[src/rtl/dma_arb_pkg.sv]
package dma_arb_pkg;
  typedef enum logic [1:0] {
    MODE_SINGLE = 2'd0,
    MODE_BLOCK  = 2'd1,
    MODE_BURST  = 2'd2,
    MODE_RSVD   = 2'd3
  } xfer_mode_e;
endpackage

[src/rtl/dma_chan.sv]
module dma_chan
  import dma_arb_pkg::*;
#(
  parameter int unsigned SW = 8
) (
  input  logic          clk_i,
  input  logic          rst_ni,
  input  logic          cfg_we_i,
  input  logic          cfg_en_i,
  input  xfer_mode_e    cfg_mode_i,
  input  logic          cfg_rpt_i,
  input  logic [SW-1:0] cfg_size_i,
  input  logic          en_clr_i,
  input  logic          trig_i,
  input  logic          gnt_i,
  output logic          req_o,
  output logic          blk_o,
  output logic          burst_o,
  output logic          done_o
);
  localparam logic [SW-1:0] ONE = SW'(1);

  xfer_mode_e    mode_q;
  logic          en_q, rpt_q, trig_q, pend_q, run_q, lost_q, done_q;
  logic [SW-1:0] size_q, cnt_q;
  logic          single, last, edge_ok;

  assign single  = (mode_q == MODE_SINGLE);
  assign last    = (cnt_q == ONE);
  assign edge_ok = trig_i & ~trig_q & en_q & (size_q != '0) & ~lost_q
                 & ~(gnt_i & last & ~rpt_q);

  always_ff @(posedge clk_i or negedge rst_ni) begin
    if (!rst_ni) begin
      mode_q <= MODE_SINGLE;
      en_q   <= 1'b0;
      rpt_q  <= 1'b0;
      trig_q <= 1'b0;
      pend_q <= 1'b0;
      run_q  <= 1'b0;
      lost_q <= 1'b0;
      done_q <= 1'b0;
      size_q <= '0;
      cnt_q  <= '0;
    end else begin
      trig_q <= trig_i;
      done_q <= 1'b0;
      if (cfg_we_i) begin
        en_q   <= cfg_en_i;
        mode_q <= cfg_mode_i;
        rpt_q  <= cfg_rpt_i;
        size_q <= cfg_size_i;
        cnt_q  <= cfg_size_i;
        pend_q <= 1'b0;
        run_q  <= 1'b0;
        lost_q <= 1'b0;
      end else begin
        if (gnt_i) begin
          if (last) begin
            if (rpt_q) cnt_q <= size_q;
            else begin
              cnt_q  <= '0;
              en_q   <= 1'b0;
              run_q  <= 1'b0;
              done_q <= 1'b1;
            end
          end else begin
            cnt_q <= cnt_q - ONE;
          end
          if (single) pend_q <= 1'b0;
        end
        if (edge_ok) begin
          if (single) begin
            if (pend_q && !gnt_i) begin
              lost_q <= 1'b1;  // sequence broken: drop it for good
              pend_q <= 1'b0;
            end else begin
              pend_q <= 1'b1;
            end
          end else if (!run_q) begin
            run_q <= 1'b1;
          end
        end
        if (en_clr_i) begin  // granted word above still completes
          en_q   <= 1'b0;
          pend_q <= 1'b0;
          run_q  <= 1'b0;
        end
      end
    end
  end

  assign req_o   = en_q & (pend_q | run_q);
  assign blk_o   = ~single;
  assign burst_o = (mode_q == MODE_BURST);
  assign done_o  = done_q;

  assert_done_clears_en_R5: assert property (@(posedge clk_i) disable iff (!rst_ni)
    done_q |-> !en_q);
  assert_done_pulse_R5: assert property (@(posedge clk_i) disable iff (!rst_ni)
    done_q |=> !done_q);
  assert_zero_size_idle_R10: assert property (@(posedge clk_i) disable iff (!rst_ni)
    (size_q == '0) |-> !req_o);
  assert_lost_no_pend_R11: assert property (@(posedge clk_i) disable iff (!rst_ni)
    lost_q |-> !pend_q);
endmodule

[src/rtl/dma_arb.sv]
module dma_arb #(
  parameter int unsigned NCH       = 3,
  parameter int unsigned DMA_SLOTS = 8,
  parameter int unsigned CPU_SLOTS = 2
) (
  input  logic           clk_i,
  input  logic           rst_ni,
  input  logic [NCH-1:0] req_i,
  input  logic [NCH-1:0] blk_i,
  input  logic [NCH-1:0] burst_i,
  input  logic           cpu_req_i,
  output logic [NCH-1:0] dma_gnt_o,
  output logic           cpu_gnt_o
);
  localparam int unsigned PER = DMA_SLOTS + CPU_SLOTS;
  localparam int unsigned PW  = $clog2(PER);
  localparam int unsigned CW  = (NCH > 1) ? $clog2(NCH) : 1;

  logic          lock_q, locked, any, cpu_slot;
  logic [CW-1:0] lock_id_q, pick, sel;
  logic [PW-1:0] phase_q, phase_eff, phase_nxt;

  always_comb begin
    pick = '0;
    for (int i = NCH - 1; i >= 0; i--) begin
      if (req_i[i]) pick = CW'(i);
    end
  end

  // owner keeps the bus while it still requests; fresh pick otherwise
  assign locked    = lock_q & req_i[lock_id_q];
  assign sel       = locked ? lock_id_q : pick;
  assign any       = |req_i;
  assign phase_eff = locked ? phase_q : '0;
  assign cpu_slot  = any & burst_i[sel] & (phase_eff >= PW'(DMA_SLOTS));
  assign phase_nxt = (phase_eff == PW'(PER - 1)) ? '0 : phase_eff + PW'(1);

  assign dma_gnt_o = (any && !cpu_slot) ? (NCH'(1) << sel) : '0;
  assign cpu_gnt_o = cpu_req_i & (~any | cpu_slot);

  always_ff @(posedge clk_i or negedge rst_ni) begin
    if (!rst_ni) begin
      lock_q    <= 1'b0;
      lock_id_q <= '0;
      phase_q   <= '0;
    end else begin
      lock_q    <= any & blk_i[sel];
      lock_id_q <= sel;
      phase_q   <= (any & burst_i[sel]) ? phase_nxt : '0;
    end
  end

  assert_cpu_slot_no_dma_R4: assert property (@(posedge clk_i) disable iff (!rst_ni)
    (lock_q && req_i[lock_id_q] && burst_i[lock_id_q] && phase_q >= PW'(DMA_SLOTS))
      |-> (dma_gnt_o == '0));
endmodule

[src/rtl/dma_quiet.sv]
module dma_quiet #(
  parameter int unsigned QUIET = 3
) (
  input  logic clk_i,
  input  logic rst_ni,
  input  logic any_req_i,
  input  logic cpu_req_i,
  input  logic dbg_req_i,
  output logic dbg_gnt_o
);
  localparam int unsigned QW = $clog2(QUIET + 1);

  logic [QW-1:0] q_q;

  always_ff @(posedge clk_i or negedge rst_ni) begin
    if (!rst_ni)                  q_q <= '0;
    else if (any_req_i)           q_q <= '0;
    else if (q_q != QW'(QUIET))   q_q <= q_q + QW'(1);
  end

  assign dbg_gnt_o = dbg_req_i & (q_q == QW'(QUIET)) & ~cpu_req_i & ~any_req_i;

  assert_dbg_quiet_R7: assert property (@(posedge clk_i) disable iff (!rst_ni)
    dbg_gnt_o |-> (!$past(any_req_i, 1) && !$past(any_req_i, 2) && !$past(any_req_i, 3)));
endmodule

[src/rtl/dma_bus_arbiter.sv]
module dma_bus_arbiter
  import dma_arb_pkg::*;
#(
  parameter int unsigned NCH       = 3,
  parameter int unsigned SW        = 8,
  parameter int unsigned DMA_SLOTS = 8,
  parameter int unsigned CPU_SLOTS = 2,
  parameter int unsigned QUIET     = 3
) (
  input  logic           clk_i,
  input  logic           rst_ni,
  input  logic [NCH-1:0] cfg_we_i,
  input  logic           cfg_en_i,
  input  logic [1:0]     cfg_mode_i,
  input  logic           cfg_rpt_i,
  input  logic [SW-1:0]  cfg_size_i,
  input  logic [NCH-1:0] en_clr_i,
  input  logic [NCH-1:0] trig_i,
  input  logic           cpu_req_i,
  output logic           cpu_gnt_o,
  input  logic           dbg_req_i,
  output logic           dbg_gnt_o,
  output logic [NCH-1:0] dma_gnt_o,
  output logic [NCH-1:0] done_o
);
  logic [NCH-1:0] req, blk, burst;
  xfer_mode_e     mode_w;

  assign mode_w = xfer_mode_e'(cfg_mode_i);

  for (genvar c = 0; c < NCH; c++) begin : g_ch
    dma_chan #(.SW(SW)) u_chan (
      .clk_i      (clk_i),
      .rst_ni     (rst_ni),
      .cfg_we_i   (cfg_we_i[c]),
      .cfg_en_i   (cfg_en_i),
      .cfg_mode_i (mode_w),
      .cfg_rpt_i  (cfg_rpt_i),
      .cfg_size_i (cfg_size_i),
      .en_clr_i   (en_clr_i[c]),
      .trig_i     (trig_i[c]),
      .gnt_i      (dma_gnt_o[c]),
      .req_o      (req[c]),
      .blk_o      (blk[c]),
      .burst_o    (burst[c]),
      .done_o     (done_o[c])
    );

    assert_no_preempt_R3: assert property (@(posedge clk_i) disable iff (!rst_ni)
      ($past(dma_gnt_o[c] & blk[c]) && req[c]) |-> ((dma_gnt_o & ~(NCH'(1) << c)) == '0));
  end

  dma_arb #(.NCH(NCH), .DMA_SLOTS(DMA_SLOTS), .CPU_SLOTS(CPU_SLOTS)) u_arb (
    .clk_i     (clk_i),
    .rst_ni    (rst_ni),
    .req_i     (req),
    .blk_i     (blk),
    .burst_i   (burst),
    .cpu_req_i (cpu_req_i),
    .dma_gnt_o (dma_gnt_o),
    .cpu_gnt_o (cpu_gnt_o)
  );

  dma_quiet #(.QUIET(QUIET)) u_quiet (
    .clk_i     (clk_i),
    .rst_ni    (rst_ni),
    .any_req_i (|req),
    .cpu_req_i (cpu_req_i),
    .dbg_req_i (dbg_req_i),
    .dbg_gnt_o (dbg_gnt_o)
  );

  assert_one_owner_R1: assert property (@(posedge clk_i) disable iff (!rst_ni)
    $onehot0({dma_gnt_o, cpu_gnt_o, dbg_gnt_o}));
endmodule

[config.mk]
export PLATFORM = sky130hd
export DESIGN_NAME = dma_bus_arbiter
export DESIGN_NICKNAME = d
export VERILOG_FILES = /design/src/rtl/dma_arb_pkg.sv /design/src/rtl/dma_chan.sv /design/src/rtl/dma_arb.sv /design/src/rtl/dma_quiet.sv /design/src/rtl/dma_bus_arbiter.sv
export SDC_FILE = /design/constraint.sdc
export NUM_CORES = 1
export LEC_CHECK = 0
export BUFFER_PORTS_ARGS = -buffer_cell sky130_fd_sc_hd__buf_2
export CAP_MARGIN = 10
export CORE_ASPECT_RATIO = 1.25
export CORE_MARGIN = 2
export CORE_UTILIZATION = 45
export DETAILED_ROUTE_END_ITERATION = 7
export HOLD_SLACK_MARGIN = 0.02
export RECOVER_POWER = 100
export SYNTH_ARGS = -nofsm -noshare
export SYNTH_HDL_FRONTEND = slang
export SYNTH_SLANG_ARGS = --single-unit
export TNS_END_PERCENT = 50
[constraint.sdc]
create_clock -name clk_i -period 2.1 [get_ports clk_i]
set_input_delay 0.105 -clock clk_i [delete_from_list [all_inputs] [get_ports clk_i]]
set_output_delay 0.105 -clock clk_i [all_outputs]
set_load 0.01 [all_outputs]
=== Word level (Yosys, flattened, before mapping) ===
Index checks and enable logic that the tools add are counted.
W data, S select, Z words.

* Register bits after elaboration: 84
* Word-level logic and storage cells: 260

* $add $sub $neg: 5
* $lt $le $gt $ge: 3
* Equality and inequality tests: 12
* Shift-type cells: 1
* Multiplexer cells: 112
* Bitwise operators: 53
* Reduce and logical (&&, ||, !) cells: 40

{| class="wikitable"
|+ Operators by type and width
! operator !! number
|-
| $mux W8 || 12
|-
| $mux W1 || 87
|-
| $and A1 B1 Y1 || 32
|-
| $reduce_bool A2 Y1 || 13
|-
| $eq A8 B1 Y1 const B || 3
|-
| $reduce_bool A8 Y1 || 3
|-
| $sub A8 B1 Y8 const B || 3
|-
| $reduce_and A3 Y1 || 6
|-
| $reduce_bool A3 Y1 || 6
|-
| $not A1 Y1 || 17
|-
| $mux W2 || 6
|-
| $mux W4 || 3
|-
| $ne A3 B3 Y1 const B || 3
|-
| $eq A2 B2 Y1 const B || 4
|-
| $bmux W1 S2 || 3
|-
| $logic_not A2 Y1 || 3
|-
| $lt A2 B3 Y1 const B || 2
|-
| $add A4 B1 Y4 const B || 1
|-
| $eq A4 B4 Y1 const B || 1
|-
| $ge A4 B4 Y1 const B || 1
|-
| $logic_and A1 B1 Y1 || 4
|-
| $logic_not A1 Y1 || 4
|-
| $or A1 B1 Y1 || 4
|-
| $mux W3 || 1
|-
| 4 further kinds || 4
|}

=== Depth between registers and ports, before layout ===
* Depth in word-level cells: 20
* Depth in mapped cells: 9

=== By module ===
From an unflattened synthesis, not the netlist that was laid out.

* Cells, all modules: 448
* Area total of the unflattened synthesis: 4633.2 um^2

{| class="wikitable"
|+ Modules (own cells, without submodules)
! module !! times used !! cells an instance !! area each (um^2) !! seq. area each (um^2)
|-
| dma_chan || 3 || 131 || 1363.8 || 625.6
|-
| dma_arb || 1 || 46 || 434.2 || 175.2
|-
| dma_quiet || 1 || 8 || 101.3 || 50.0
|-
| dma_bus_arbiter || 1 || 1 || 6.3 || 0.0
|}

=== Least setup slack after synthesis ===
No wires, ideal clock.

* Path type: flip-flop to flip-flop
* From: register g_ch[1].u_chan.cnt_q[1]
* To: register g_ch[1].u_chan.pend_q
* Library setup time: 128 ps
* Data arrival time: 1772 ps
* Data required time: 1972 ps
* Slack: 200 ps
* Cell stages (with the launch flop): 9
* Clock period less this slack: 1900 ps
* Cell sequence: dfrtp_1 > inv_1 > ha_1 > nor4b_1 > nand2_1 > nor2_1 > nor2_1 > mux2i_1 > a21oi_1

* Cells in the longest elaborated chain, start to end: 8

{| class="wikitable"
|+ Ends and longest elaborated chain
! what !! line !! text
|-
| from (decl) || dma_chan.sv:25 || <nowiki>logic [SW-1:0] size_q, cnt_q;</nowiki>
|-
| from (signal assigned) || dma_chan.sv:53 || <nowiki>cnt_q <= cfg_size_i;</nowiki>
|-
| from (signal assigned) || dma_chan.sv:60 || <nowiki>if (rpt_q) cnt_q <= size_q;</nowiki>
|-
| from (signal assigned) || dma_chan.sv:68 || <nowiki>cnt_q <= cnt_q - ONE;</nowiki>
|-
| $eq A8 B1 Y1 || dma_chan.sv:29 || <nowiki>assign last = (cnt_q == ONE);</nowiki>
|-
| $and A1 B1 Y1 (2 in series) || dma_chan.sv:31 || <nowiki>& ~(gnt_i & last & ~rpt_q);</nowiki>
|-
| $not A1 Y1 || dma_chan.sv:31 ||
|-
| $and A1 B1 Y1 || dma_chan.sv:31 ||
|-
| $mux W1 || dma_chan.sv:72 || <nowiki>if (edge_ok) begin</nowiki>
|-
| $mux W1 || dma_chan.sv:84 || <nowiki>if (en_clr_i) begin</nowiki>
|-
| $mux W1 || dma_chan.sv:48 || <nowiki>if (cfg_we_i) begin</nowiki>
|-
| to (signal assigned) || dma_chan.sv:54 || <nowiki>pend_q <= 1'b0;</nowiki>
|-
| to (signal assigned) || dma_chan.sv:76 || <nowiki>pend_q <= 1'b0;</nowiki>
|-
| to (signal assigned) || dma_chan.sv:86 || <nowiki>pend_q <= 1'b0;</nowiki>
|-
| to (decl) || dma_chan.sv:24 || <nowiki>logic en_q, rpt_q, trig_q, pend_q, run_q, lost_q, done_q;</nowiki>
|}

No other way between the ends.
A chain may end at the register's enable or synchronous reset.

=== Worst setup path in the final report ===
* From: register g_ch[0].u_chan.run_q
* To: register g_ch[2].u_chan.cnt_q[7]

* Cells in the longest elaborated chain, start to end: 14
* Elaborated cells between the ends (all ways): 19

{| class="wikitable"
|+ Ends and longest elaborated chain
! what !! line !! text
|-
| from (decl) || dma_chan.sv:24 ||
|-
| from (signal assigned) || dma_chan.sv:40 || <nowiki>run_q <= 1'b0;</nowiki>
|-
| from (signal assigned) || dma_chan.sv:55 || <nowiki>run_q <= 1'b0;</nowiki>
|-
| from (signal assigned) || dma_chan.sv:64 || <nowiki>run_q <= 1'b0;</nowiki>
|-
| $or A1 B1 Y1 (*) || dma_chan.sv:93 || <nowiki>assign req_o = en_q & (pend_q | run_q);</nowiki>
|-
| $and A1 B1 Y1 (*) || dma_chan.sv:93 ||
|-
| $bmux W1 S2 || dma_arb.sv:31 || <nowiki>assign locked = lock_q & req_i[lock_id_q];</nowiki>
|-
| $mux W1 (implied by the code) || dma_arb.sv:31 ||
|-
| $and A1 B1 Y1 || dma_arb.sv:31 ||
|-
| $mux W2 || dma_arb.sv:32 || <nowiki>assign sel = locked ? lock_id_q : pick;</nowiki>
|-
| $bmux W1 S2 || dma_arb.sv:35 || <nowiki>assign cpu_slot = any & burst_i[sel] & (phase_eff >= PW'(DMA_SLOTS));</nowiki>
|-
| $mux W1 (implied by the code) || dma_arb.sv:35 ||
|-
| $and A1 B1 Y1 (2 in series) || dma_arb.sv:35 ||
|-
| $logic_not A1 Y1 || dma_arb.sv:38 || <nowiki>assign dma_gnt_o = (any && !cpu_slot) ? (NCH'(1) << sel) : '0;</nowiki>
|-
| $logic_and A1 B1 Y1 || dma_arb.sv:38 ||
|-
| $mux W3 (*) || dma_arb.sv:38 ||
|-
| $reduce_bool A2 Y1 (no line) (*) || - ||
|-
| to (signal assigned) || dma_chan.sv:53 ||
|-
| to (signal assigned) || dma_chan.sv:60 ||
|-
| to (signal assigned) || dma_chan.sv:68 ||
|-
| to (decl) || dma_chan.sv:25 ||
|}

Every way passes the cells marked *; elsewhere a longest branch is shown, timed or not. The select of a mux whose other input is x is not followed.

==> metrics <==
multi-input logic area 2330 um^2; final critical-path required period 2.08 ns; nets 580; Die Area around 11000 um^2; Fmax 481 MHz; Adder-Cell Fraction of Synth Area 1.89%; Hold WC Path Type input pin to register; first-pass GRT wire length 19.1 mm; antenna diode count 0; Top Usage Layer GRT met2; Slew @ Worst Pin 1.33 ns; top_reg_cell synth dfrtp_1; GR Util All Layers 21.9%; critical path type register to register; PortBufs 32; synth warn 0; Post-Synth XOR/XNOR Area 1.51%; CTS tree built; Slew Viols, Final 0; vias roughly 3800; post-synthesis mux area share 7.74%; hpwl dp 8.15 mm; synth top area cells dfrtp_1, o21ai_0, mux2i_1; met1 Track Usage GR 28.8%; post-synthesis compound-gate area fraction between 20% and 30%; EDFF count, synth 0; TNS Setup 0 ns; Cell Rows 41; critical path required time 2.33 ns; largest net degree at the start of global routing 42; Root Driver clkbuf_16; commonest non-fill, non-tap cell in the layout dfrtp_1; Yosys top cell by area dfrtp_1; Bufs on Longest Clock Path 2; status completed; core area 10100 um^2; clk sink count between 80 and 90; DRC viols 0; DRT iter0 DRCs 190; io pins 33; Syn Inst Count around 490; Netlist cell types 73; M2 GR Usage 35.3%; post-synthesis simple-gate area fraction 17.7%; global routing usage on met3 3.39%; PD cells 722 nW/um^2; syn_area_per_cell 9.41 um^2; register bit count reported by yosys 84; final hold viol count 0; die height roughly 120 um; Post-Route Skew 0.00768 ns; Final GP Congestion 0.893; Worst Path Arrival 2.31 ns; CP Launch Type register; Syn Nets between 500 and 600; Via density approximately 5.6; crit-path max FO 6; Post-Syn Area 4640 um^2; vias in the first global route roughly 3800; leak pwr between 2 and 2.5 nW; Final setup viols 0; GRT overflow 0; initial antenna violation count 0; Slew Limit Headroom approximately 11%; main combinational cell family by area after synthesis compound AO/OA/AOI/OAI gates; most frequent cells in the layout dfrtp_1, o21ai_0, nand2_1; worst vdd ir 0.417 mV; post-synth top area share 45.3%; WL final roughly 12 mm; clock slew at reported path FFs 0.07 ns; Layout area overhead 18.3%; RSZ-0062 raised after global routing yes; share of flip-flops with an asynchronous set or reset 100%; Pre-antenna DRT Iters 5; Final Power 3.96 mW; storage element area 2100 um^2; sequential fraction of the synthesis area 45.3%; total CTS buffers 9; initial core utilization 46.2%; drt wl/cell 17.0 um; clock latency on the worst-skew pair 0.35 ns; chip width approximately 95 um; fin util 54.6%; Layout fillers 960; share of layout cells above drive strength 1 a little over a fifth; final period utilization 99.0%; antenna viol nets, final 0; Worst setup EP type register; Max Cap Viol 0; H-tree Lvls 3
## power breakdown
| part | internal, mW | switching (mW) |
|---|---|---|
| clock network | 0.804 | 0.681 |
| logic | 0.258 | 0.321 |
| registers | 1.75 | 0.146 |
| total | 2.82 | 1.15 |
## metal layers
metal	wire length [um]	share of wire, %
met3	286	2.5
met4	349	3.0
met5	0	0
met1	5200	45
met2	5750	50
## cell usage after synthesis, types with 6 or more instances
library cell / instances
ha_1: 7
mux2i_1: 19
nand2_1: 49
a21oi_1: 33
buf_4: 8
clkbuf_1: 15
dfrtp_1: 84
nor3_1: 13
xnor2_1: 6
nand3_1: 16
nor4_1: 7
nor2_1: 32
o21ai_0: 59
mux2_2: 15
inv_1: 35
nand2b_1: 6
## sequential cells by signal, indices dropped and copies added (netlist names), 2 cells and up
signal,flops
g_ch.u_chan.run_q,3
g_ch.u_chan.en_q,3
g_ch.u_chan.lost_q,3
g_ch.u_chan.size_q,24
g_ch.u_chan.mode_q,6
g_ch.u_chan.pend_q,3
u_arb.lock_id_q,2
g_ch.u_chan.cnt_q,24
u_arb.phase_q,4
g_ch.u_chan.done_o,3
g_ch.u_chan.trig_q,3
g_ch.u_chan.rpt_q,3
u_quiet.q_q,2
## final cells by class
type | count | share of cell area, %
Sequential cell | 84 | 38.3
Inverter | 35 | 2.39
Timing Repair Buffer | 70 | 8.87
Clock inverter | 7 | 0.958
Tap cell | 129 | 2.94
Clock buffer | 9 | 4.10
Multi-Input combinational cell | 348 | 42.4
## worst paths after layout
path,from,cells after the start,endpoint,slack [ns]
min in group asynchronous,rst_ni,2,g_ch[1].u_chan.cnt_q[4]$_DFFE_PN0P_,0.47
worst max register to register,g_ch[0].u_chan.run_q$_DFF_PN0_,8,g_ch[2].u_chan.cnt_q[7]$_DFFE_PN0P_,0.02
worst max-delay path,g_ch[0].u_chan.run_q$_DFF_PN0_,8,g_ch[2].u_chan.cnt_q[7]$_DFFE_PN0P_,0.02
max in group asynchronous,rst_ni,3,g_ch[2].u_chan.cnt_q[4]$_DFFE_PN0P_,0.33
worst min-delay path,cfg_we_i[2],2,g_ch[2].u_chan.size_q[7]$_DFFE_PN0P_,0.04
worst min register to register,g_ch[0].u_chan.lost_q$_DFFE_PN0P_,1,g_ch[0].u_chan.lost_q$_DFFE_PN0P_,0.51
## critical path: stages (launching register included)
cell and delay [ns]:
dfrtp_1 0.41, o21a_4 0.26, a21oi_4 0.20, a32oi_4 0.15, buf_6 0.16, buf_4 0.13
a211oi_1 0.28, nor3b_1 0.10, a221o_1 0.27
## timing repair
action,in CTS,in global routing
endpoints found under the hold margin,45,0
setup endpoints to repair,3,16
setup buffers,1,9
hold buffers,6,0
pin swaps,1,8
gates resized for setup,2,16
## cell families after synthesis
logic type | count (synthesis)
multiplexers | 34
XOR/XNOR | 8
flip-flops | 84
adder cells (fa/ha/maj) | 7
buffers and inverters | 61
AO/OA/AOI/OAI | 141
AND/OR/NAND/NOR | 158
## stage by stage
step                      setup WS (ns)  cell area (um^2)  hold WS [ns]  cells
after floorplan                   0.200              4640        -0.191    493
after global placement            0.125              5030         0.134    650
after detailed placement         0.0511              5030         0.140    650
after CTS                       0.00322              5380        0.0375    673
after global routing            -0.0597              5490        0.0487    682
final                            0.0204              5490        0.0438    682
No activity file was read; power rests on OpenSTA's default activity.
